### src/rtl/dbx_pkg.sv
package dbx_pkg;
  localparam int TIME_W = 18;

  function automatic logic [TIME_W-1:0] dbx_interval_us(input logic [2:0] code);
    case (code)
      3'd0:    return TIME_W'(500);
      3'd1:    return TIME_W'(1000);
      3'd2:    return TIME_W'(16000);
      3'd3:    return TIME_W'(32000);
      3'd4:    return TIME_W'(64000);
      3'd5:    return TIME_W'(128000);
      default: return TIME_W'(256000);
    endcase
  endfunction
endpackage

### src/rtl/dbx_tick.sv
module dbx_tick #(
  parameter int CLK_PER_US = 100
) (
  input  logic clk,
  input  logic rst,
  output logic tick_o
);
  localparam int DIV_W = (CLK_PER_US > 1) ? $clog2(CLK_PER_US) : 1;
  localparam logic [DIV_W-1:0] LAST = DIV_W'(CLK_PER_US - 1);

  logic [DIV_W-1:0] div_q;

  always_ff @(posedge clk) begin
    if (rst) begin
      div_q  <= '0;
      tick_o <= 1'b0;
    end else if (div_q == LAST) begin
      div_q  <= '0;
      tick_o <= 1'b1;
    end else begin
      div_q  <= div_q + 1'b1;
      tick_o <= 1'b0;
    end
  end
endmodule

### src/rtl/dbx_regs.sv
module dbx_regs #(
  parameter int NUM_CH = 32,
  parameter int DBNC_CH = 16,
  parameter int ADDR_W = 12,
  parameter logic [ADDR_W-1:0] RD_BASE  = 12'h500,
  parameter logic [ADDR_W-1:0] SET_BASE = 12'h600,
  parameter logic [ADDR_W-1:0] CLR_BASE = 12'h700
) (
  input  logic                   clk,
  input  logic                   rst,
  input  logic                   wr_en,
  input  logic [ADDR_W-1:0]      wr_addr,
  input  logic [31:0]            wr_data,
  input  logic [ADDR_W-1:0]      rd_addr,
  output logic [31:0]            rd_data,
  output logic [NUM_CH-1:0]      en_o,
  output logic [NUM_CH-1:0][2:0] code_o,
  output logic [NUM_CH-1:0]      cnt_clr_o
);
  for (genvar n = 0; n < NUM_CH; n++) begin : g_ch
    if (n < DBNC_CH) begin : g_live
      localparam logic [ADDR_W-1:0] SET_A = ADDR_W'(SET_BASE + 4 * (n / 4));
      localparam logic [ADDR_W-1:0] CLR_A = ADDR_W'(CLR_BASE + 4 * (n / 4));
      localparam int LANE = 8 * (n % 4);

      logic [7:0] lane_b;
      logic       en_q;
      logic [2:0] code_q;
      logic       clr_q;

      assign lane_b = wr_data[LANE +: 8];

      always_ff @(posedge clk) begin
        if (rst) begin
          en_q   <= 1'b0;
          code_q <= 3'd0;
          clr_q  <= 1'b0;
        end else begin
          clr_q <= 1'b0;
          if (wr_en && wr_addr == SET_A) begin
            en_q   <= en_q | lane_b[0];
            code_q <= code_q | lane_b[6:4];
            clr_q  <= lane_b[1];
          end else if (wr_en && wr_addr == CLR_A) begin
            en_q   <= en_q & ~lane_b[0];
            code_q <= code_q & ~lane_b[6:4];
          end
        end
      end

      assign en_o[n]      = en_q;
      assign code_o[n]    = code_q;
      assign cnt_clr_o[n] = clr_q;
    end else begin : g_none
      assign en_o[n]      = 1'b0;
      assign code_o[n]    = 3'd0;
      assign cnt_clr_o[n] = 1'b0;
    end
  end

  logic [31:0] rd_next;

  always_comb begin
    rd_next = '0;
    for (int n = 0; n < NUM_CH; n++) begin
      if (rd_addr == ADDR_W'(RD_BASE + 4 * (n / 4)))
        rd_next[8 * (n % 4) +: 8] = {1'b0, code_o[n], 3'b000, en_o[n]};
    end
  end

  always_ff @(posedge clk) begin
    if (rst) rd_data <= '0;
    else     rd_data <= rd_next;
  end
endmodule

### src/rtl/dbx_chan.sv
module dbx_chan
  import dbx_pkg::*;
(
  input  logic       clk,
  input  logic       rst,
  input  logic       tick,
  input  logic       active,
  input  logic [2:0] code,
  input  logic       cnt_clr,
  input  logic       raw,
  output logic       filt
);
  logic [TIME_W-1:0] cnt_q;
  logic [TIME_W-1:0] lim;

  assign lim = dbx_interval_us(code);

  always_ff @(posedge clk) begin
    if (rst) begin
      cnt_q <= '0;
      filt  <= 1'b0;
    end else if (!active) begin
      cnt_q <= '0;
      filt  <= raw;
    end else if (cnt_clr || raw == filt) begin
      cnt_q <= '0;
    end else if (tick) begin
      if (cnt_q >= lim - 1'b1) begin
        cnt_q <= '0;
        filt  <= raw;
      end else begin
        cnt_q <= cnt_q + 1'b1;
      end
    end
  end
endmodule

### src/rtl/dbx_debounce.sv
module dbx_debounce #(
  parameter int NUM_CH = 32,
  parameter int DBNC_CH = 16,
  parameter int CLK_PER_US = 100,
  parameter int ADDR_W = 12,
  parameter logic [ADDR_W-1:0] RD_BASE  = 12'h500,
  parameter logic [ADDR_W-1:0] SET_BASE = 12'h600,
  parameter logic [ADDR_W-1:0] CLR_BASE = 12'h700
) (
  input  logic              clk,
  input  logic              rst,
  input  logic              wr_en,
  input  logic [ADDR_W-1:0] wr_addr,
  input  logic [31:0]       wr_data,
  input  logic [ADDR_W-1:0] rd_addr,
  output logic [31:0]       rd_data,
  input  logic [NUM_CH-1:0] lvl_mode,
  input  logic [NUM_CH-1:0] raw_in,
  output logic [NUM_CH-1:0] filt_out
);
  logic                   tick;
  logic [NUM_CH-1:0]      en;
  logic [NUM_CH-1:0][2:0] code;
  logic [NUM_CH-1:0]      cnt_clr;
  logic [NUM_CH-1:0]      raw_q;
  logic [NUM_CH-1:0]      dbn_active;

  dbx_tick #(.CLK_PER_US(CLK_PER_US)) u_tick (
    .clk(clk), .rst(rst), .tick_o(tick)
  );

  dbx_regs #(
    .NUM_CH(NUM_CH), .DBNC_CH(DBNC_CH), .ADDR_W(ADDR_W),
    .RD_BASE(RD_BASE), .SET_BASE(SET_BASE), .CLR_BASE(CLR_BASE)
  ) u_regs (
    .clk(clk), .rst(rst), .wr_en(wr_en), .wr_addr(wr_addr), .wr_data(wr_data),
    .rd_addr(rd_addr), .rd_data(rd_data), .en_o(en), .code_o(code),
    .cnt_clr_o(cnt_clr)
  );

  always_ff @(posedge clk) begin
    if (rst) raw_q <= '0;
    else     raw_q <= raw_in;
  end

  assign dbn_active = en & lvl_mode;

  for (genvar n = 0; n < NUM_CH; n++) begin : g_filt
    dbx_chan u_chan (
      .clk(clk), .rst(rst), .tick(tick), .active(dbn_active[n]),
      .code(code[n]), .cnt_clr(cnt_clr[n]), .raw(raw_q[n]),
      .filt(filt_out[n])
    );
  end
endmodule

### config.mk
export PLATFORM = sky130hd
export DESIGN_NAME = dbx_debounce
export DESIGN_NICKNAME = d
export VERILOG_FILES = /design/src/rtl/dbx_pkg.sv /design/src/rtl/dbx_tick.sv /design/src/rtl/dbx_regs.sv /design/src/rtl/dbx_chan.sv /design/src/rtl/dbx_debounce.sv
export SDC_FILE = /design/constraint.sdc
export NUM_CORES = 1
export LEC_CHECK = 0
export BUFFER_PORTS_ARGS = -buffer_cell sky130_fd_sc_hd__buf_4
export CORE_UTILIZATION = 45
export CTS_CLUSTER_SIZE = 20
export DETAILED_ROUTE_END_ITERATION = 10
export GPL_ROUTABILITY_DRIVEN = 0
export PLACE_DENSITY = 0.67
export SLEW_MARGIN = 40
export SYNTH_ARGS = -nofsm -noshare
export SYNTH_HDL_FRONTEND = slang
export SYNTH_SLANG_ARGS = --single-unit
### constraint.sdc
create_clock -name clk -period 5.7 [get_ports clk]
set_clock_uncertainty 0.05 [all_clocks]
set_input_delay 0.285 -clock clk [delete_from_list [all_inputs] [get_ports clk]]
set_output_delay 0.285 -clock clk [all_outputs]
set_load 0.005 [all_outputs]
==> results of run 1 <==
## per-stage QoR
stage,std cells,utilization
final,4536,0.519
after global placement,4368,0.479
after CTS,4532,0.519
after floorplan,3584,-
after detailed placement,4371,0.480
after global routing,4534,0.519
## kinds of logic (layout without fill, tap and decap cells)
| kind of cell | Yosys count | count (layout) | share of synthesized area |
|---|---|---|---|
| adders and majority gates | 321 | 321 | 0.142 |
| xor gates and xnor gates | 302 | 302 | 0.0934 |
| buffers and inverters | 315 | 426 | 0.0492 |
| DFF | 456 | 456 | 0.322 |
| other | 1 | 36 | 0.000132 |
| AOI/OAI and AO/OA | 600 | 600 | 0.128 |
| and+or+nand+nor | 1540 | 1540 | 0.259 |
| muxes | 18 | 18 | 0.00636 |
## final cells by class
class	count	area [sq um]	share of cell area
tap	837	1050	0.0326
clock buffer	77	1540	0.0478
multi-input combinational	2813	18000	0.559
antenna	4	10.0	0.000311
clock inverter	23	254	0.00790
inverter	108	408	0.0127
sequential	456	9130	0.284
timing repair buffer	218	1800	0.0561
## placed cells by master, fill, tap and decap left out, types with 27 or more instances in the layout
cell,n
clkbuf_16,53
or2_2,38
a21oi_1,259
xnor2_1,123
conb_1,32
ha_1,321
nor2b_1,79
or2_0,27
and2_1,29
a21o_1,29
inv_1,105
nor2_1,446
and4_1,32
buf_4,154
nand4_1,106
and3_1,72
dfxtp_1,455
nor3_1,27
o21ai_0,123
a31oi_1,27
nand3_1,121
nand2_1,476
xor2_1,179
dlygate4sd3_1,61
## worst paths after layout
| kind | start | endpoint | slack, ps | cells past startpoint |
|---|---|---|---|---|
| hold / removal | lvl_mode[14] | g_filt[14].u_chan.filt | 30 | 4 |
| setup reg to reg | flop | g_filt[10].u_chan.cnt_q[6] | 1730 | 13 |
| hold reg to reg | raw_q[16] | g_filt[16].u_chan.filt | 380 | 1 |
| setup / recovery | flop | g_filt[10].u_chan.cnt_q[6] | 1730 | 13 |
## repair_timing
item                                    4_1_cts  5_1_grt
buffers inserted                              0        0
endpoints found under the setup margin        0        0
hold endpoints to repair                    116        0
hold buffers                                 61        0
## routing by layer
metal / vias up / track usage / share of wire
li1: 12400 / - / -
met1: 11200 / 0.300 / 0.47
met2: 510 / 0.346 / 0.44
met3: 101 / 0.0356 / 0.062
met4: 2 / 0.0549 / 0.021
met5: - / 0 / 0.00019
## worst min-delay path: stages
cell and delay, ps:
buf_4 110, nand2_1 70, a31oi_1 50, mux2i_1 110
## power by group through the flow
stage / clock network, W / logic, W / registers, W
floorplan: 0 / 0.0000813 / 0.00329
global placement: 0 / 0.000165 / 0.00329
detailed placement: 0 / 0.000166 / 0.00329
CTS: 0.00355 / 0.000203 / 0.00322
global route: 0.00368 / 0.000220 / 0.00322
finish: 0.00346 / 0.000203 / 0.00322
==> reports/results.ini, run 1 <==
[floorplan]
die_area_sq_um = 64000
dieWidth_um = 253
start_util = 0.457
num_io_pins = 187
coreArea_sq_um = 61900
die_h_um = 253
rows = 91

[power]
internal_power_w = 0.00537
power_leakage_nw = 12.3
combPwrFrac = 0.029
finalPower_w = 0.00689
power.density_nw_per_um2 = 214
peakVddDrop_uv = 246
clock_power_share = 0.503
p_sw_w = 0.00152
p_sw_frac = 0.220
seq_power_share = 0.468

[global_routing]
grt_pass1_vias = 22100
grt_usage = 0.216
grt_max_degree = 77
antenna_found_initial = 5
grt_overflow = 0
grt_pass1_wl_um = 114000

[sta]
fin_ws_ps = 1730
slew_headroom = 0.437
setup_viol = 0
worst_pin_slew_ps = 843
tns_ps = 0
whs_ps = 26.9
timing.fmax_mhz = 252
rsz0062_at_grt = false
fin_crit_sh = 0.696
final-max-slew-violation-count = 0
finalHoldViolCount = 0
fin_crit_ps = 3970

[logic_synthesis]
ys_seq_elements = 456
synth.largest_area_cell = dfxtp_1
syn_area_sq_um = 28300
yosysSeqAreaShare = 0.322
synth_most_common_cell = nand2_1
syn_avg_cell_area_sq_um = 7.97
yosysTopAreaCellShare = 0.322
synthCells = 3553
synth.top_cells.by_area = dfxtp_1 32%, ha_1 14%, nand2_1 6.3%
synth_common_cells = 476 x nand2_1, 456 x dfxtp_1, 446 x nor2_1
yosysUniqueCellTypes = 71
ys.flop_type = dfxtp_1
synthArstFlopShare = 0
synth_edf_count = 0
yosysWarnings = 0

[critical_path]
worstSetupPathType = flop to flop
setup.worst_path.start_class = flop
crit_chain = or3_1, ha_1, nor2_1, nand2_1, a21oi_1, a31oi_1, ha_1, nand2_1, o21ai_0, a2111oi_0, o21ai_0, a21o_1, nor2_1
crit_family = compound AO/OA/AOI/OAI gates
max_stage_delay_ps = 570
cpMaxStageDelayCell = a21o_1
worstPathRequired_ps = 6120
worstPathArrival_ps = 4390
cp_max_fo = 17
endpoint_kind = flop
critPathBufInv = 0

[cells_and_area]
layout.nets = 4094
drive_above_1_share = 0.0831
final_cell_area_sq_um = 32200
fillCellCount = 5969
synthToLayoutAreaGrowth_pct = 13.5

[drt]
wl_per_cell_um = 15.2
route.detailed.drc = 0
first_iter_violations = 1622
drt-total-wl_um = 69200
vias_per_cell = 5.35
ant_nets = 0
via_count = 24300
drtPass1Iterations = 6

[clocking]
cts_resized = 0
ctsLongestPathBuffers = 3
root_buffer = clkbuf_16
htreeDepth = 2
clk_latency_ps = 610
cts_buffers = 53
clkSinkCount = 456
path_clk_slew_ps = 60
cts_tree = built

[flow_run]
cap_violations = 0

[worst_hold_path]
hp-class = input pin to flop

[placement]
place_area_sq_um = 29700
io_buffers = 142
dpl.hpwl_um = 50100
dp_slack_ps = 1760

[run_status]
status = finished clean

Power figures use the tool's default switching activity.
==> run 2, diff against run 1 <==
- PLACE_DENSITY: 0.67 -> 0.7
- clock period: 5.7 -> 3.5 ns (I/O delays scaled with it)
==> reports/results.ini, run 2 (synthesized netlist as in run 1, its figures left out) <==
[run_status]
status = finished clean

[sta]
fin_ws_ps = 203  ; -1530 ps
timing.fmax_mhz = 303  ; +20%
fin_crit_sh = 0.942  ; +0.245
slew_headroom = 0.527  ; +0.0900
worst_pin_slew_ps = 703  ; -140 ps
final-max-slew-violation-count = 0  ; unchanged
setup_viol = 0  ; unchanged
finalHoldViolCount = 0  ; unchanged
tns_ps = 0  ; unchanged
fin_crit_ps = 3300  ; -673 ps

[global_routing]
grt_max_degree = 69  ; -10%
grt_usage = 0.219  ; +0.00293
grt.met1_usage = 0.301  ; +0.000568
grt_overflow = 0  ; unchanged
met3_usage = 0.0294  ; -0.00617
busiest_layer = met2
grt_pass1_wl_um = 115000  ; +1.4%
use_met2 = 0.355  ; +0.00934
grt_pass1_vias = 22900  ; +4.0%
antenna_found_initial = 3  ; -2

[worst_hold_path]
hold-path-cell-count = 4  ; unchanged
hp-class = input pin to flop

[clocking]
ctsLongestPathBuffers = 3  ; unchanged
cts_buffers = 52  ; -1.9%
clkSinkCount = 456  ; unchanged
root_buffer = clkbuf_16
path_clk_slew_ps = 60  ; about the same
cts_tree = built
htreeDepth = 2  ; unchanged
clk_latency_ps = 610  ; about the same

[drt]
vias_per_cell = 5.35  ; about the same
route.detailed.drc = 0  ; unchanged
wl_per_cell_um = 15.2  ; -0.11%
via_count = 25000  ; +3.1%
ant_nets = 0  ; unchanged
drt-total-wl_um = 71200  ; +2.9%
drtPass1Iterations = 7  ; +1
first_iter_violations = 1601  ; -1.3%

[critical_path]
reg2regPathDepth = 10  ; -3
cp_max_fo = 17  ; unchanged
setup.worst_path.start_class = flop
worstSetupPathType = flop to flop
worstPathArrival_ps = 3740  ; -650 ps
worstPathRequired_ps = 3940  ; -2180 ps
endpoint_kind = flop

[floorplan]
num_io_pins = 187  ; unchanged
die_h_um = 253  ; unchanged
coreArea_sq_um = 61900  ; unchanged
rows = 91  ; unchanged
start_util = 0.457  ; unchanged
die_area_sq_um = 64000  ; unchanged
dieWidth_um = 253  ; unchanged

[cells_and_area]
drive_above_1_share = 0.115  ; +0.0314
final_common_cell = nand2_1
layout.nets = 4238  ; +3.5%
synthToLayoutAreaGrowth_pct = 18.3
final_cell_area_sq_um = 33500  ; +4.2%
layout_common_cells = 476 x nand2_1, 450 x dfxtp_1, 445 x nor2_1

[power]
finalPower_w = 0.0113  ; +64%
power.density_nw_per_um2 = 338  ; +58%
peakVddDrop_uv = 338  ; +37%
power_leakage_nw = 13.1  ; +6.3%

[placement]
io_buffers = 142  ; unchanged
dp_slack_ps = 51.5  ; -1710 ps
dpl.hpwl_um = 52000  ; +3.8%
place_area_sq_um = 30600  ; +3.0%

[flow_run]
cap_violations = 0  ; unchanged

==> run 2: final cells by class <==
class	instances	area (sq um)
antenna	3	7.51
sequential	456	9140
timing repair buffer	363	3050
tap	837	1050
clock inverter	24	302
clock buffer	69	1470
fill	5750	28400
multi-input combinational	2813	18100
inverter	108	405
==> run 2: path summary, 6_finish.rpt <==
check	to	start	slack [ps]
hold reg to reg	g_filt[27].u_chan.filt	raw_q[27]	390
hold / removal	u_regs.g_ch[15].g_live.clr_q	wr_addr[6]	50
setup / recovery	g_filt[0].u_chan.cnt_q[15]	flop	200
setup reg to reg	g_filt[0].u_chan.cnt_q[15]	flop	200
==> run 2: metrics by stage <==
stage               instances  hold slack, ps  utilization
global placement         4481             335        0.495
global route             4671            62.1        0.541
finish                   4673            46.4        0.541
CTS                      4666            2.67        0.538
floorplan                3584             253            -
detailed placement       4481             339        0.495
==> run 2: critical path, cell delays in order (launching register included) <==
cell      delay (ps)
dfxtp_1          320
or3_1            440
ha_1             220
or3_1            330
a31o_2           240
ha_1             310
nand4_1           90
or4_1            390
o221ai_1         390
a21bo_4          320
nor2_1            80
==> run 2: report_power, final <==
group / internal, W / switching, W
clock: 0.00339 / 0.00232
sequential: 0.00523 / 0.0000214
combinational: 0.000192 / 0.000166
==> run 2: metal layers <==
| metal | vias up | part of all wire |
|---|---|---|
| li1 | 12700 | - |
| met1 | 11600 | 0.48 |
| met2 | 537 | 0.44 |
| met3 | 111 | 0.054 |
| met4 | 2 | 0.026 |
| met5 | - | 0.00018 |
==> run 2: what timing repair did <==
action,4_1_cts,5_1_grt
setup endpoints to repair,0,215
buffers inserted,0,4
hold buffers,92,0
endpoints found under the hold margin,154,0
resized for setup,0,34
==> run 3, diff against run 2 <==
- HOLD_SLACK_MARGIN: default -> 0.15
- PLACE_DENSITY: 0.7 -> 0.67
- clock period: 3.5 -> 3.1 ns (I/O delays scaled with it)
==> reports/results.ini, run 3 (synthesized netlist as in run 1, its figures left out) <==
[run_status]
status = finished, violations left
violations = negative setup slack

[critical_path]
worstPathArrival_ps = 3590  ; -150 ps
endpoint_kind = flop
worstPathRequired_ps = 3560  ; -380 ps
worstSetupPathType = flop to flop
crit_family = simple AND/OR/NAND/NOR gates
crit_chain = or3_4, ha_4, nor2_4, nand2_2, a21oi_2, a31oi_1, ha_1, nand4_1, or4_4, o221ai_4, a21bo_4, clkbuf_16, nor2_1
cp_max_fo = 8  ; -9
critPathBufInv = 1  ; +1
cpMaxStageDelayCell = or4_4
setup.worst_path.start_class = flop
max_stage_delay_ps = 500  ; +60 ps

[global_routing]
grt_usage = 0.225  ; +0.00584
grt_pass1_wl_um = 118000  ; +2.2%
grt_pass1_vias = 23600  ; +2.6%
grt_overflow = 0  ; unchanged
antenna_found_initial = 8  ; +5
grt_max_degree = 72  ; +4.3%

[floorplan]
coreArea_sq_um = 61900  ; unchanged
rows = 91  ; unchanged
dieWidth_um = 253  ; unchanged
start_util = 0.457  ; unchanged
die_area_sq_um = 64000  ; unchanged
num_io_pins = 187  ; unchanged
die_h_um = 253  ; unchanged

[sta]
fin_crit_sh = 1.01  ; +0.0695
rsz0062_at_grt = true
timing.fmax_mhz = 319  ; +5.1%
slew_headroom = 0.395  ; -0.132
fin_crit_ps = 3140  ; -161 ps
worst_pin_slew_ps = 899  ; +196 ps
setup_viol = 34  ; +34
final-max-slew-violation-count = 0  ; unchanged
finalHoldViolCount = 0  ; unchanged
fin_ws_ps = -35.5  ; -239 ps
tns_ps = -588  ; -588 ps

[placement]
dp_slack_ps = -45.6  ; -97.1 ps
io_buffers = 142  ; unchanged
dpl.hpwl_um = 52600  ; +1.1%
place_inst = 4556  ; +1.7%

[clocking]
root_buffer = clkbuf_16
clk_latency_ps = 620  ; about the same
path_clk_slew_ps = 60  ; about the same
cts_tree = built
ctsLongestPathBuffers = 3  ; unchanged
clkSinkCount = 456  ; unchanged
cts_buffers = 54  ; +3.8%
htreeDepth = 2  ; unchanged

[drt]
drt-total-wl_um = 74400  ; +4.5%
route.detailed.drc = 0  ; unchanged
via_count = 25400  ; +1.6%
first_iter_violations = 1465  ; -8.5%
wl_per_cell_um = 15.6  ; +2.2%
vias_per_cell = 5.32  ; -0.66%
drtPass1Iterations = 8  ; +1
ant_nets = 0  ; unchanged

[cells_and_area]
layout_common_cells = 455 x nand2_1, 436 x dfxtp_1, 386 x nor2_1
fin_util = 0.574  ; +0.0332
drive_above_1_share = 0.186  ; +0.0711
synthToLayoutAreaGrowth_pct = 25.5
final_common_cell = nand2_1
stdcell_count = 4777  ; +2.2%
layout.nets = 4338  ; +2.4%

[power]
power_leakage_nw = 13.8  ; +5.3%
peakVddDrop_uv = 402  ; +19%
power.density_nw_per_um2 = 358  ; +5.9%
finalPower_w = 0.0127  ; +12%

[worst_hold_path]
hp-class = input pin to flop

[flow_run]
cap_violations = 0  ; unchanged

## run 3: changes by cell type in the layout (fill, tap and decap cells not counted), sizes merged
cell / previous run / this run
buf: 271 / 368
a31oi: 27 / 28
dlygate4sd3: 92 / 87
inv: 110 / 107
bufinv: 6 / 4
clkinv: 14 / 13
clkbuf: 69 / 86
## run 3: area by class of cell
| cell class | count | area (sq um) |
|---|---|---|
| flip-flops and latches | 456 | 9160 |
| inverters | 108 | 410 |
| repair buffers | 460 | 3960 |
| clock inverters | 18 | 225 |
| fillers | 5588 | 26400 |
| clock buffers | 81 | 1560 |
| multi-input cells | 2814 | 19200 |
| well taps | 837 | 1050 |
| diodes | 3 | 7.51 |
## run 3: through the flow
step | hold WS [ps] | area, sq um
floorplan | 233 | 28900
global placement | 315 | 31500
detailed placement | 319 | 31500
CTS | 151 | 34300
global route | 207 | 35500
finish | 200 | 35600
## run 3: worst paths after layout
check	cells after the start	slack, ps	from	endpoint
hold / removal	6	200	rd_addr[2]	u_regs.rd_data[5]
hold reg to reg	1	380	raw_q[30]	g_filt[30].u_chan.filt
setup / recovery	13	-40	flop	g_filt[8].u_chan.cnt_q[3]
setup reg to reg	13	-40	flop	g_filt[8].u_chan.cnt_q[3]
## run 3: layer usage
layer | vias to the layer above | track usage | part of all wire | wire, um
li1 | 12900 | - | - | -
met1 | 11800 | 0.298 | 0.46 | 34300
met2 | 566 | 0.367 | 0.45 | 33300
met3 | 122 | 0.0443 | 0.063 | 4680
met4 | 8 | 0.0668 | 0.027 | 2020
met5 | - | 0 | 0.00075 | 56
## run 3: worst reg2reg max path: cells and delay by family (launching register included)
family / cells / cell delay (ps)
AO/OA/AOI/OAI: 4 / 680
flip-flops: 1 / 360
AND/OR/NAND/NOR: 6 / 1240
adder cells (fa/ha/maj): 2 / 510
buffers and inverters: 1 / 190
## run 3: power breakdown
group / internal (W) / leakage (nW) / switching, W
registers: 0.00590 / 3.70 / 0.0000262
clock network: 0.00381 / 0.873 / 0.00258
logic: 0.000214 / 9.21 / 0.000184
total: 0.00992 / 13.8 / 0.00279
## run 3: repair_timing
action	in CTS	in global routing
hold buffers	87	0
pin swaps	14	120
endpoints found under the hold margin	228	0
gates resized for setup	23	262
endpoints found under the setup margin	102	302
gates cloned	0	6
buffers inserted	5	21
